--- config.mk ---
export PLATFORM = sky130hd
export DESIGN_NAME = prio_irq_resolver
export DESIGN_NICKNAME = d
export VERILOG_FILES = /design/src/rtl/pir_pkg.sv /design/src/rtl/pir_cmd_unit.sv /design/src/rtl/pir_req_capture.sv /design/src/rtl/pir_ring_pick.sv /design/src/rtl/prio_irq_resolver.sv
export SDC_FILE = /design/constraint.sdc
export NUM_CORES = 1
export LEC_CHECK = 0
export ABC_CLOCK_PERIOD_IN_PS = 12900
export BUFFER_PORTS_ARGS = -buffer_cell sky130_fd_sc_hd__buf_2
export CORE_MARGIN = 1
export CORE_UTILIZATION = 50
export DETAILED_ROUTE_END_ITERATION = 7
export GPL_TIMING_DRIVEN = 0
export PLACE_DENSITY = 0.75
export SYNTH_ARGS = -nofsm -noshare
export SYNTH_HDL_FRONTEND = slang
export SYNTH_SLANG_ARGS = --single-unit
--- constraint.sdc ---
create_clock -name clk -period 12.9 [get_ports clk]
set_input_delay 2.58 -clock clk [delete_from_list [all_inputs] [get_ports clk]]
set_output_delay 2.58 -clock clk [all_outputs]
set_load 0.01 [all_outputs]
--- src/rtl/pir_pkg.sv ---
package pir_pkg;

  typedef enum logic [2:0] {
    CMD_AEOI_ROT_OFF = 3'b000,
    CMD_NS_EOI       = 3'b001,
    CMD_NOP          = 3'b010,
    CMD_S_EOI        = 3'b011,
    CMD_AEOI_ROT_ON  = 3'b100,
    CMD_ROT_NS_EOI   = 3'b101,
    CMD_SET_LOW      = 3'b110,
    CMD_ROT_S_EOI    = 3'b111
  } pir_cmd_e;

  typedef struct packed {
    logic clr_top;     // clear highest-ranked in-service bit
    logic clr_named;   // clear in-service bit named by operand
    logic low_top;     // make cleared top level the lowest
    logic low_named;   // make operand level the lowest
    logic flag_set;    // rotate on automatic EOI: on
    logic flag_clr;    // rotate on automatic EOI: off
  } pir_act_t;

  function automatic pir_act_t pir_decode(pir_cmd_e c);
    pir_act_t a;
    a = '0;
    unique case (c)
      CMD_NS_EOI:       a.clr_top = 1'b1;
      CMD_S_EOI:        a.clr_named = 1'b1;
      CMD_ROT_NS_EOI:   begin a.clr_top = 1'b1; a.low_top = 1'b1; end
      CMD_ROT_S_EOI:    begin a.clr_named = 1'b1; a.low_named = 1'b1; end
      CMD_SET_LOW:      a.low_named = 1'b1;
      CMD_AEOI_ROT_ON:  a.flag_set = 1'b1;
      CMD_AEOI_ROT_OFF: a.flag_clr = 1'b1;
      default:          a = '0;
    endcase
    return a;
  endfunction

  // Rank of a level in the ring: 0 = highest, n-1 = the lowest level itself.
  function automatic int unsigned ring_rank(int unsigned lvl, int unsigned low,
                                            int unsigned n);
    return (lvl + n + n - low - 1) % n;
  endfunction

endpackage

--- src/rtl/pir_cmd_unit.sv ---
module pir_cmd_unit
  import pir_pkg::*;
(
  input  logic     we_i,
  input  logic     rot_i,
  input  logic     sel_i,
  input  logic     eoi_i,
  output pir_act_t act_o
);

  pir_cmd_e code;

  always_comb begin
    code  = pir_cmd_e'({rot_i, sel_i, eoi_i});
    act_o = we_i ? pir_decode(code) : '0;
  end

endmodule

--- src/rtl/pir_req_capture.sv ---
module pir_req_capture #(
  parameter int N = 8
) (
  input  logic         clk,
  input  logic         rst_n,
  input  logic [N-1:0] lines_i,
  input  logic         level_mode_i,
  input  logic [N-1:0] clr_i,
  output logic [N-1:0] req_o
);

  logic [N-1:0] prev_q;
  logic [N-1:0] rise;
  logic [N-1:0] req_next;

  assign rise = lines_i & ~prev_q;

  always_comb begin
    if (level_mode_i) req_next = lines_i & ~clr_i;
    else              req_next = (req_o & ~clr_i) | rise;
  end

  always_ff @(posedge clk) begin
    if (!rst_n) begin
      prev_q <= '0;
      req_o  <= '0;
    end else begin
      prev_q <= lines_i;
      req_o  <= req_next;
    end
  end

endmodule

--- src/rtl/pir_ring_pick.sv ---
module pir_ring_pick
  import pir_pkg::*;
#(
  parameter int N = 8,
  localparam int LW = $clog2(N)
) (
  input  logic [N-1:0]  vec_i,
  input  logic [LW-1:0] low_i,
  output logic          found_o,
  output logic [LW-1:0] lvl_o,
  output logic [LW-1:0] rank_o
);

  int unsigned best;

  always_comb begin
    best  = N;
    lvl_o = '0;
    for (int i = 0; i < N; i++) begin
      if (vec_i[i] && ring_rank(i, 32'(low_i), N) < best) begin
        best  = ring_rank(i, 32'(low_i), N);
        lvl_o = LW'(i);
      end
    end
    found_o = (best != N);
    rank_o  = LW'(best);
  end

endmodule

--- src/rtl/prio_irq_resolver.sv ---
module prio_irq_resolver
  import pir_pkg::*;
#(
  parameter int N = 8,
  localparam int LW = $clog2(N)
) (
  input  logic          clk,
  input  logic          rst_n,
  input  logic [N-1:0]  irq_lines_i,
  input  logic          level_mode_i,
  input  logic          aeoi_en_i,
  input  logic          mask_we_i,
  input  logic [N-1:0]  mask_data_i,
  input  logic          cmd_we_i,
  input  logic          cmd_rot_i,
  input  logic          cmd_sel_i,
  input  logic          cmd_eoi_i,
  input  logic [LW-1:0] cmd_lvl_i,
  input  logic          ack_i,
  output logic          irq_o,
  output logic          win_valid_o,
  output logic [LW-1:0] win_lvl_o,
  output logic [N-1:0]  pend_o,
  output logic [N-1:0]  insvc_o,
  output logic [N-1:0]  mask_o,
  output logic [LW-1:0] low_o
);

  function automatic logic [N-1:0] lvl_bit(input logic [LW-1:0] l);
    logic [N-1:0] v;
    v = '0;
    v[l] = 1'b1;
    return v;
  endfunction

  pir_act_t      act;
  logic [N-1:0]  req_q, mask_q, isr_q, pending;
  logic [LW-1:0] low_q, low_next;
  logic          aeoi_rot_q;

  logic          win_found, svc_found;
  logic [LW-1:0] win_lvl, win_rank, svc_lvl, svc_rank;

  // named internal events
  logic          irq_hit;
  logic          ack_take;
  logic [N-1:0]  ack_clr;
  logic [N-1:0]  eoi_clr;
  logic [N-1:0]  isr_set;

  pir_cmd_unit u_cmd (
    .we_i  (cmd_we_i),
    .rot_i (cmd_rot_i),
    .sel_i (cmd_sel_i),
    .eoi_i (cmd_eoi_i),
    .act_o (act)
  );

  pir_req_capture #(.N(N)) u_req (
    .clk          (clk),
    .rst_n        (rst_n),
    .lines_i      (irq_lines_i),
    .level_mode_i (level_mode_i),
    .clr_i        (ack_clr),
    .req_o        (req_q)
  );

  assign pending = req_q & ~mask_q;

  pir_ring_pick #(.N(N)) u_pick_req (
    .vec_i   (pending),
    .low_i   (low_q),
    .found_o (win_found),
    .lvl_o   (win_lvl),
    .rank_o  (win_rank)
  );

  pir_ring_pick #(.N(N)) u_pick_isr (
    .vec_i   (isr_q),
    .low_i   (low_q),
    .found_o (svc_found),
    .lvl_o   (svc_lvl),
    .rank_o  (svc_rank)
  );

  assign irq_hit  = win_found && (!svc_found || (win_rank < svc_rank));
  assign ack_take = ack_i && irq_hit;
  assign ack_clr  = ack_take ? lvl_bit(win_lvl) : '0;
  assign isr_set  = (ack_take && !aeoi_en_i) ? lvl_bit(win_lvl) : '0;
  assign eoi_clr  = ((act.clr_top && svc_found) ? lvl_bit(svc_lvl) : '0)
                  | (act.clr_named ? lvl_bit(cmd_lvl_i) : '0);

  always_comb begin
    low_next = low_q;
    if (act.low_named)
      low_next = cmd_lvl_i;
    else if (act.low_top && svc_found)
      low_next = svc_lvl;
    else if (ack_take && aeoi_en_i && aeoi_rot_q)
      low_next = win_lvl;
  end

  always_ff @(posedge clk) begin
    if (!rst_n) begin
      mask_q     <= '0;
      isr_q      <= '0;
      low_q      <= LW'(N - 1);
      aeoi_rot_q <= 1'b0;
    end else begin
      if (mask_we_i) mask_q <= mask_data_i;
      isr_q <= (isr_q & ~eoi_clr) | isr_set;
      low_q <= low_next;
      if (act.flag_set)      aeoi_rot_q <= 1'b1;
      else if (act.flag_clr) aeoi_rot_q <= 1'b0;
    end
  end

  assign irq_o       = irq_hit;
  assign win_valid_o = win_found;
  assign win_lvl_o   = win_lvl;
  assign pend_o      = req_q;
  assign insvc_o     = isr_q;
  assign mask_o      = mask_q;
  assign low_o       = low_q;

endmodule

==> results.json <==
{
  "status": "complete, but fails checks",
  "failed_checks": "negative setup slack",
  "postSynthAreaPerCell_um2": 7.644,
  "drv_slew": 0,
  "grt_max_degree": 12,
  "dieArea_um2": 8029,
  "synthCells": 502,
  "cts_max_level": 2,
  "grt_pass1_vias": 4423,
  "yosysTopAreaCell": "dfxtp_1",
  "period_minus_slack_ns": 13.80,
  "async_flop_share_pct": 0,
  "max-cap-violations": 0,
  "clk_pin_slew_ns": 0.08,
  "cts_tree": "yes",
  "port_buffers": 57,
  "drive_above_1_share_pct": 41.98,
  "endpoint_kind": "output pin",
  "ys_seq_area_share_pct": 18.78,
  "wl_met2_um": 7807,
  "setup_ws_ns": -0.9025,
  "synth-edff-count": 0,
  "drc": 0,
  "p_leak_nw": 2.354,
  "die_y_um": 89.61,
  "syn_nets": 563,
  "grt_pass1_wl_um": 21050,
  "worstMarginPinSlew_ns": 1.074,
  "final_common_cell": "buf_4",
  "final_cell_mix": "buf_4 (84), buf_2 (57), nand2_1 (38), nor2_1 (33), dfxtp_1 (31)",
  "hold_viol": 0,
  "place_hpwl_um": 9229,
  "synth_area_um2": 3837,
  "antenna_found_initial": 1,
  "yosysTopAreaCellShare_pct": 18.78,
  "crit_buf_inv": 4,
  "overflow": 0,
  "critPathMaxFanout": 5,
  "cp_data_required_time_ns": 10.32,
  "grt_usage_pct": 34.17,
  "slowest_stage": "a2111o_1",
  "wl_met3_um": 1792,
  "num_vias": 5182,
  "clock-sinks": 36,
  "skew_ns": 0.007953,
  "yosysWarnings": 0,
  "ys_types": 68,
  "nets": 708,
  "min_period_over_period_pct": 107.0,
  "drt-wirelength-per-cell_um": 23.16,
  "ir_worst_vdd_mv": 0.1015,
  "core_um2": 7331,
  "place_congestion": 0.9756,
  "fin_util_pct": 77.59,
  "wl_met1_um": 6259,
  "highest_layer": "met5",
  "ys_top_cells_by_area": "dfxtp_1 (19%), ha_1 (10%), mux2_2 (4.4%), o21ai_0 (4.3%), nand2_1 (4.0%)",
  "critPathKind": "reg -> out",
  "die_width_um": 89.61,
  "ioPinCount": 61,
  "power_density_nw_per_um2": 162.6,
  "numCtsBuffers": 5,
  "crit_family": "compound AO/OA/AOI/OAI gates",
  "yosys_most_used_dff": "dfxtp_1",
  "dr.pass1.iters": 7,
  "clockBufferDepth": 2,
  "max_clock_freq_ghz": 0.07245,
  "tns_ns": -1.931,
  "cpPeakStageDelay_ns": 0.44,
  "max_slew_margin_pct": 27.89,
  "root_buffer": "clkbuf_8",
  "critPathLaunchType": "flip-flop",
  "synth-seq-cells": 36,
  "via_per_inst": 6.937,
  "critPathArrivalTime_ns": 11.22,
  "ant_nets": 0,
  "finalSetupViolations": 4,
  "rsz0062_at_grt": "yes",
  "row_count": 31,
  "hp-class": "reg -> reg",
  "initial_core_util_pct": 52.35,
  "worstSkewPairLatency_ns": 0.30,
  "routed_wirelength_um": 17300,
  "drtIter0Drc": 627,
  "antenna_cells": 0,
  "area_growth_pct": 48.22
}
area by class of cell:
| class | count | area (um^2) |
|---|---|---|
| well taps | 99 | 123.9 |
| clock inverters | 1 | 8.758 |
| inverters | 34 | 135.1 |
| clock buffers | 7 | 76.32 |
| flip-flops and latches | 36 | 734.5 |
| fillers | 452 | 1643 |
| repair buffers | 141 | 935.9 |
| plain buffers | 16 | 85.08 |
| multi-input cells | 413 | 3588 |
final timing paths:
check / start / endpoint / slack [ns] / cells past startpoint
worst min-delay path: u_req.prev_q[7]$_SDFF_PN0_ / u_req.req_o[7]$_SDFF_PN0_ / 0.52 / 2
worst min register to register: u_req.prev_q[7]$_SDFF_PN0_ / u_req.req_o[7]$_SDFF_PN0_ / 0.52 / 2
worst max-delay path: low_o[1]$_SDFFE_PN1P_ / irq_o / -0.90 / 50
worst max register to register: low_o[1]$_SDFFE_PN1P_ / low_o[0]$_SDFFE_PN1P_ / 0.88 / 54
sequential cells by signal, summed over array words and instances, names as in the netlist:
name,cells
aeoi_rot_q,1
insvc_o,8
low_o,3
mask_o,8
u_req.prev_q,8
u_req.req_o,8
worst min-delay path, cell delays in order (launching register included):
cell     delay (ns)
dfxtp_1        0.30
inv_1          0.04
a41o_1         0.15
metal layers:
| layer | vias up | global-route usage (%) |
|---|---|---|
| met2 | 429 | 57.99 |
| met1 | 2410 | 41.90 |
| li1 | 2187 | - |
| met3 | 154 | 6.216 |
| met5 | - | 0 |
| met4 | 2 | 15.87 |
cell families (layout without fill, tap and decap cells):
group / after synthesis / count (layout) / synth area share, %
adder cells (fa/ha/maj): 32 / 32 / 10.43
flip-flops: 36 / 36 / 18.78
buffers and inverters: 53 / 199 / 5.640
XOR/XNOR: 3 / 3 / 0.6848
AO/OA/AOI/OAI: 164 / 164 / 30.19
AND/OR/NAND/NOR: 184 / 184 / 25.95
multiplexers: 30 / 30 / 8.314
power by group:
group | internal (mW) | switching, mW
Clock | 0.0386 | 0.0446
Sequential | 0.122 | 0.0147
Combinational | 0.317 | 0.388
synth_stat cells, types with 8 or more instances:
library cell,count
a31oi_1,9
nand2b_1,16
a21oi_1,27
mux2i_1,15
nor3_1,8
a211oi_1,8
inv_1,32
nand3_1,9
nor2_1,38
ha_1,32
nor2b_1,18
clkbuf_1,11
and2_1,13
o21ai_0,33
nor3b_1,8
nand2_1,41
dfxtp_1,36
o2111ai_1,10
mux2_2,15
repair_timing:
action	4_1_cts	5_1_grt
setup buffers	49	35
setup endpoints to repair	6	4
pin swaps	29	42
hold buffers	0	0
gates resized for setup	76	77
stage by stage:
stage	instances	cell area (um^2)	hold WS (ns)	power, mW	setup WS, ns
global placement	658	4274	0.5010	0.5320	-1.541
CTS	714	5064	0.5392	0.7247	0.01048
floorplan	502	3865	0.4823	0.4346	0.02316
global route	747	5688	0.5438	0.9663	-1.121
finish	747	5688	0.5249	0.9247	-0.9025
detailed placement	658	4274	0.5219	0.5424	-1.645
(Power assumes the default switching activity.)
